### src/rtl/dma_err_pkg.sv
// Package: shared widths, types and the clear command value for the
// DMA transfer error monitor. Assumes a 3-bit error code and 8-bit command.
package dma_err_pkg;
    localparam int CODE_W = 3;
    localparam int CMD_W  = 8;
    localparam logic [CMD_W-1:0] CLR_CMD_DEFAULT = 8'hA5;

    typedef logic [CODE_W-1:0] err_code_t;
    typedef logic [CMD_W-1:0]  cmd_t;

    // Held error record
    typedef struct packed {
        err_code_t code;
        logic      dbl;
        logic      stop;
    } err_flags_t;
endpackage

### src/rtl/dem_cmd_decode.sv
// Module: command decoder. Registers a strobe when the clear value is
// written, so the clear acts one cycle after the write.
// Assumes cmd_data is valid whenever cmd_wr is high.
module dem_cmd_decode
    import dma_err_pkg::*;
#(
    parameter cmd_t CLR_CMD = CLR_CMD_DEFAULT
) (
    input  logic clk,
    input  logic rst_n,
    input  logic cmd_wr,
    input  cmd_t cmd_data,
    output logic clr_pend
);
    logic hit;

    // Match the write against the clear value
    always_comb begin
        hit = cmd_wr && (cmd_data == CLR_CMD);
    end

    // Delay the match by one cycle
    always_ff @(posedge clk) begin
        if (!rst_n) begin
            clr_pend <= 1'b0;
        end else begin
            clr_pend <= hit;
        end
    end
endmodule

### src/rtl/dem_err_capture.sv
// Module: error capture. Stores the first error in full, flags a second
// error from another request, ignores all later ones, and tracks the stop
// state. A clear at the same edge as a new event yields a fresh first error.
// Assumes err_req stays within the number of requests served.
module dem_err_capture
    import dma_err_pkg::*;
#(
    parameter int ID_W = 3
) (
    input  logic            clk,
    input  logic            rst_n,
    input  logic            cfg_stop_en,
    input  logic            err_valid,
    input  err_code_t       err_code,
    input  logic [ID_W-1:0] err_req,
    input  logic            clr_pend,
    output err_flags_t      flags,
    output logic [ID_W-1:0] first_req
);
    logic       evt;
    logic       held;
    err_flags_t flags_nx;
    logic [ID_W-1:0] req_nx;

    // Qualify the event: a zero code is not an error
    always_comb begin
        evt  = err_valid && (err_code != '0);
        held = (flags.code != '0);
    end

    // Next-state selection for the error record
    always_comb begin
        flags_nx = flags;
        req_nx   = first_req;
        if (clr_pend) begin
            flags_nx.dbl  = 1'b0;
            flags_nx.stop = evt && cfg_stop_en;
            flags_nx.code = evt ? err_code : '0;
            req_nx        = evt ? err_req : '0;
        end else if (evt) begin
            if (!held) begin
                flags_nx.code = err_code;
                req_nx        = err_req;
            end else if (!flags.dbl && (err_req != first_req)) begin
                flags_nx.dbl = 1'b1;
            end
            if (cfg_stop_en) begin
                flags_nx.stop = 1'b1;
            end
        end
    end

    // Error record registers
    always_ff @(posedge clk) begin
        if (!rst_n) begin
            flags     <= '0;
            first_req <= '0;
        end else begin
            flags     <= flags_nx;
            first_req <= req_nx;
        end
    end
endmodule

### src/rtl/dem_req_hold.sv
// Module: request holding. One pending bit per request. A pulse sets its
// bit; an acknowledge clears it only when not frozen. A set in the same
// cycle as a clear wins. Assumes at most one pulse per request per cycle.
module dem_req_hold #(
    parameter int NUM_REQ = 8
) (
    input  logic               clk,
    input  logic               rst_n,
    input  logic               freeze,
    input  logic [NUM_REQ-1:0] req_in,
    input  logic [NUM_REQ-1:0] req_ack,
    output logic [NUM_REQ-1:0] req_pend
);
    for (genvar g = 0; g < NUM_REQ; g++) begin : g_bit
        logic drop;

        // Acknowledges act only outside the frozen state
        always_comb begin
            drop = req_ack[g] && !freeze;
        end

        // Pending flag for request g
        always_ff @(posedge clk) begin
            if (!rst_n) begin
                req_pend[g] <= 1'b0;
            end else begin
                req_pend[g] <= req_in[g] || (req_pend[g] && !drop);
            end
        end
    end
endmodule

### src/rtl/dma_err_monitor.sv
// Module: DMA transfer error monitor top. Ties the command decoder, the
// error capture and the request holding together and drives the status
// readout, interrupt and start permit. Assumes one error event per cycle.
module dma_err_monitor
    import dma_err_pkg::*;
#(
    parameter int   NUM_REQ = 8,
    parameter cmd_t CLR_CMD = CLR_CMD_DEFAULT,
    localparam int  ID_W    = (NUM_REQ > 1) ? $clog2(NUM_REQ) : 1
) (
    input  logic               clk,
    input  logic               rst_n,
    input  logic               cfg_stop_en,
    input  logic               err_valid,
    input  logic [CODE_W-1:0]  err_code,
    input  logic [ID_W-1:0]    err_req,
    input  logic               cmd_wr,
    input  logic [CMD_W-1:0]   cmd_data,
    input  logic [NUM_REQ-1:0] req_in,
    input  logic [NUM_REQ-1:0] req_ack,
    output logic [CODE_W-1:0]  sts_code,
    output logic [ID_W-1:0]    sts_req,
    output logic               sts_double,
    output logic               sts_estop,
    output logic               err_irq,
    output logic               start_ok,
    output logic [NUM_REQ-1:0] req_pend
);
    logic       clr_pend;
    err_flags_t flags;

    dem_cmd_decode #(.CLR_CMD(CLR_CMD)) i_dec (
        .clk      (clk),
        .rst_n    (rst_n),
        .cmd_wr   (cmd_wr),
        .cmd_data (cmd_data),
        .clr_pend (clr_pend)
    );

    dem_err_capture #(.ID_W(ID_W)) i_cap (
        .clk         (clk),
        .rst_n       (rst_n),
        .cfg_stop_en (cfg_stop_en),
        .err_valid   (err_valid),
        .err_code    (err_code),
        .err_req     (err_req),
        .clr_pend    (clr_pend),
        .flags       (flags),
        .first_req   (sts_req)
    );

    dem_req_hold #(.NUM_REQ(NUM_REQ)) i_hold (
        .clk      (clk),
        .rst_n    (rst_n),
        .freeze   (flags.stop),
        .req_in   (req_in),
        .req_ack  (req_ack),
        .req_pend (req_pend)
    );

    // Status readout, interrupt and start permit
    always_comb begin
        sts_code   = flags.code;
        sts_double = flags.dbl;
        sts_estop  = flags.stop;
        err_irq    = (flags.code != '0);
        start_ok   = !flags.stop;
    end
endmodule

### config.mk
export PLATFORM = sky130hd
export DESIGN_NAME = dma_err_monitor
export DESIGN_NICKNAME = d
export VERILOG_FILES = /design/src/rtl/dma_err_pkg.sv /design/src/rtl/dem_cmd_decode.sv /design/src/rtl/dem_err_capture.sv /design/src/rtl/dem_req_hold.sv /design/src/rtl/dma_err_monitor.sv
export SDC_FILE = /design/constraint.sdc
export NUM_CORES = 1
export LEC_CHECK = 0
export CORE_MARGIN = 2
export CORE_UTILIZATION = 35
export DETAILED_ROUTE_END_ITERATION = 8
export GPL_TIMING_DRIVEN = 0
export PLACE_DENSITY = 0.86
export SLEW_MARGIN = 20
export SYNTH_ARGS = -nofsm -noshare
export SYNTH_HDL_FRONTEND = slang
export SYNTH_SLANG_ARGS = --single-unit
### constraint.sdc
create_clock -name clk -period 2 [get_ports clk]
set_input_delay 0.5 -clock clk [delete_from_list [all_inputs] [get_ports clk]]
set_output_delay 0.5 -clock clk [all_outputs]
set_load 0.05 [all_outputs]
=== Word level (Yosys, flattened, before mapping) ===
Cells that the tools add are included.

* Word-level logic and storage cells: 74
* Output and inout port bits: 18
* Register bits: 17
* Bits of input ports: 35

* Reduce and logical (&&, ||, !) cells: 46
* Bitwise logic cells: 1
* Muxes and demuxes: 11
* Eq/ne operators: 3

{| class="wikitable"
|+ Operator list
! cell !! count
|-
| 1-bit logical AND || 20
|-
| 3-bit 2-to-1 mux || 6
|-
| 1-bit zero test || 10
|-
| 5-bit 2-to-1 mux || 2
|-
| 8-bit equality test (second input constant) || 1
|-
| 1-bit logical OR || 8
|-
| 3-bit nonzero test || 2
|-
| 2-bit AND reduction || 2
|-
| 2-bit nonzero test || 2
|-
| 1-bit 2-to-1 mux || 3
|-
| 3-bit inequality test || 1
|-
| 3-bit AND reduction || 1
|-
| 2-bit by 1-bit inequality test with 1-bit output (second input constant) || 1
|-
| 2-bit OR reduction || 1
|-
| 1-bit inverter || 1
|}

=== Depth between registers and ports, before layout ===
* Word-level depth: 6
* Gate-level depth with buffers: 3
* Depth with buffers taken out: 3

=== Hierarchy ===
Synthesis repeated with hierarchy kept, for this count alone.

* Cells, all modules: 80
* Area total of the unflattened synthesis: 775.7 sq um

{| class="wikitable"
|+ Modules (own cells, without submodules)
! module !! cells each !! sequential area each (sq um) !! area each (sq um) !! instances
|-
| dem_err_capture || 41 || 160.2 || 372.9 || 1
|-
| dem_req_hold || 33 || 160.2 || 341.6 || 1
|-
| dem_cmd_decode || 4 || 20.0 || 51.3 || 1
|-
| dma_err_monitor || 2 || 0.0 || 10.0 || 1
|}

=== Worst setup path after synthesis ===
OpenSTA, ideal clock, no wires.

* Path kind: reg-to-output
* Start: register, netlist name i_cap.flags[0]
* End: output port start_ok
* Arrival: 1.199 ns
* Data required time: 1.500 ns
* Buffers on the path: 0
* Slack: 0.301 ns
* Stages on the path, launching flop included: 2
* Path through: dfxtp_1 -> clkinv_1

* Longest elaborated chain between the ends: 1

{| class="wikitable"
|+ RTL lines
! item !! RTL line !! RTL
|-
| 1-bit zero test || dma_err_monitor.sv:67 || <nowiki>start_ok = !flags.stop;</nowiki>
|-
| end, declared || dma_err_monitor.sv:26 || <nowiki>output logic start_ok,</nowiki>
|}

No other way between the ends.

=== Worst setup path in the final report ===
* Start: register, netlist name i_cap.flags[4]
* End: output port sts_code[2]

{| class="wikitable"
|+ RTL lines
! item !! RTL line !! RTL
|-
| end, declared || dma_err_monitor.sv:21 || <nowiki>output logic [CODE_W-1:0] sts_code,</nowiki>
|}

No word-level cell between the ends.

==> reports/metrics.csv <==
stage,metric,value,unit
setup_path,critical_path_class,reg -> out,
clock_network,clock_latency,0.28,ns
pwr,peakVddDrop,0.3636,mV
timing,finalMaxSlewViolations,0,
synth,synth_area_leader_cell,dfxtp_1,
setup_path,critPathBufInv,1,
finish,final_core_utilization,67.19,%
placed_design,dp.cells,150,
synth,synth_seq_area_share,48.31,%
pwr,power,0.8642,mW
synth,synthAdderAreaFrac,0,%
synth,synth-edff-count,0,
drt,drc,0,
setup_path,regToRegSetupSlack,0.94,ns
synth,synthFlopType,dfxtp_1,
grt,track_usage,16.19,%
timing,fin_ws,0.03472,ns
timing,fmax,508.8,MHz
timing,rsz0062_at_grt,true,
synth,yosys_warnings,0,
setup_path,max_stage_delay,0.81,ns
pwr,power_density,669.3,nW/um^2
die,start_util,36.65,%
drt,vias,726,
drt,drt_iter0_markers,4,
drt,viasPerCell,4.714,
setup_path,cp.arrival,1.47,ns
finish,fin_area,1291,um^2
grt,grt_overflow_total,0,
setup_path,crit_path_max_fanout,3,
outcome,outcome,"complete, no violations",
timing,tightest_slew,0.5078,ns
synth,yosys.area_share.simple,17.05,%
synth,ys_types,23,
synth,avgSynthCellArea,9.921,um^2
grt,antenna_found_initial,0,
grt,grt_max_degree,11,
synth,syn_inst,71,
setup_path,crit_required,1.50,ns
placed_design,portBuffers,52,
setup_path,startpoint_type,flip-flop,
synth,synth_seq_cells,17,
synth,synth_xor_area_share,3.730,%
synth,synth.area.top_cells,"dfxtp_1, a21boi_0, o21a_1",
clock_network,clock_sinks,17,
timing,layout_min_cycle_time,1.965,ns
die,fp.dieH,48.86,um
die,num_io_pins,53,
die,core-area,1922,um^2
clock_network,cts_setup_buffers,0,
timing,finalCritPeriodShare,98.26,%
setup_path,cp_slowest_cell,clkdlybuf4s50_1,
synth,async_flop_share,0,%
synth,syn_nets,106,
grt,grt_pass1_wl,3036,um
synth,netlist_area,704.4,um^2
grt,grt_pass1_vias,722,
die,die_area,2387,um^2
clock_network,cts_made_buffers,3,
placed_design,place_ws,0.07665,ns
run,maxCapViolations,0,
finish,nFillCells,154,
timing,setup_violations,0,
synth,synth_compound_area_share,28.77,%
clock_network,cts_buffer_depth,2,
die,rows,16,
synth,synth_top_family_by_area,compound AO/OA/AOI/OAI gates,
setup_path,worstSetupEndpointType,output pin,
synth,synthMuxAreaShare,0,%
finish,drive_above_1_share,3.937,%
timing,clock_skew,0.002434,ns
clock_network,cts_tree,done,
placed_design,place.gp.congestion,0.7213,
setup_path,path_cells,clkdlybuf4s50_1,
drt,post_drt_wl_per_cell,11.55,um
synth,synth.top_cell.area_share,48.31,%
timing,slew_headroom,66.09,%
finish,nets,163,
clock_network,clock-root-buffer,clkbuf_4,
placed_design,dp_hpwl,1459,um
drt,wirelength,1779,um
finish,antenna_cells,0,
finish,syn_to_final_growth,83.30,%
die,die_x,48.86,um
drt,antenna_left,0,
clock_network,cts.reportedPaths.clkPinSlew,0.09,ns
drt,firstDrtPassIters,2,
placed_design,place_area,1259,um^2
setup_path,cp_top_family,buffers and inverters,
clock_network,htree_levels,1,
pwr,p_leak,0.5528,nW
timing,finalHoldViolations,0,
min_path,min_path_type,reg -> reg,
finish,stdcell_count,154,
-- power breakdown --
part	switching, mW	total, mW	internal (mW)	leakage, nW
clock	0.0993	0.177	0.0773	0.0150
sequential	0.0158	0.380	0.365	0.141
combinational	0.170	0.307	0.137	0.397
total	0.285	0.864	0.579	0.553
-- Yosys cell counts, types with 2 or more instances --
| library cell | instances |
|---|---|
| nor4bb_1 | 2 |
| nand2_1 | 8 |
| o21ai_0 | 3 |
| nand3b_1 | 3 |
| o22ai_1 | 3 |
| dfxtp_1 | 17 |
| clkbuf_1 | 2 |
| xor2_1 | 3 |
| a21boi_0 | 9 |
| o21a_1 | 8 |
-- layout make-up --
type	count	area (um^2)	share of cell area (%)
multi-input combinational	50	349.1	27.03
tap	27	33.78	2.616
inverter	2	7.507	0.5814
clock buffer	4	26.28	2.035
buffer	2	7.507	0.5814
sequential	17	340.3	26.36
timing repair buffer	52	526.8	40.79
-- worst reg2reg max path: stages, from the launching register on --
cell and delay [ns]:
dfxtp_1 0.34, nor3_2 0.33, a21o_1 0.21, o22ai_1 0.08
-- metal layers --
metal	global-route usage, %	vias up	routed length, um
met1	18.39	316	748
met4	7.143	0	8
met3	3.988	2	143
met2	28.54	37	879
met5	0	-	0
li1	-	371	-
-- registers in the layout, indices dropped and copies added, names as in the netlist --
signal and flops:
i_dec.clr_pend 1, i_cap.first_req 3, i_hold.req_pend 8, i_cap.flags 5
-- layout by cell type (no fill, tap or decap), types with 2 or more instances in the layout --
| master | count |
|---|---|
| clkdlybuf4s50_1 | 45 |
| dfxtp_1 | 17 |
| a21boi_0 | 9 |
| o21a_1 | 8 |
| nand2_1 | 8 |
| dlymetal6s2s_1 | 4 |
| clkbuf_1 | 3 |
| o22ai_1 | 3 |
| nand3b_1 | 3 |
| o21ai_0 | 3 |
| xor2_1 | 3 |
| clkbuf_4 | 3 |
| dlygate4sd2_1 | 3 |
| nor4bb_1 | 2 |
-- worst paths after layout --
check / end / cells after the start / from
worst max-delay path: sts_code[2] / 1 / i_cap.flags[4]
worst min-delay path: i_cap.flags[1] / 2 / i_cap.flags[1]
worst max register to register: i_cap.first_req[1] / 3 / i_cap.flags[4]
worst min register to register: i_cap.flags[1] / 2 / i_cap.flags[1]
-- kinds of logic after synthesis --
logic type | count (synthesis)
and+or+nand+nor | 19
AOI/OAI and AO/OA | 28
buffers and inverters | 4
DFF | 17
xor gates and xnor gates | 3
-- what timing repair did --
action,4_1_cts,5_1_grt
gates resized for setup,3,4
cloned,0,0
setup endpoints to repair,3,5
pin swaps,0,0
hold buffers,0,0
-- per-stage QoR --
step | setup TNS, ns | hold slack (ns)
finish | 0 | 0.5020
detailed placement | 0 | 0.4832
global route | -0.02689 | 0.5274
floorplan | 0 | 0.5882
global placement | 0 | 0.4754
CTS | 0 | 0.5034
No activity file was read; power rests on OpenSTA's default activity.
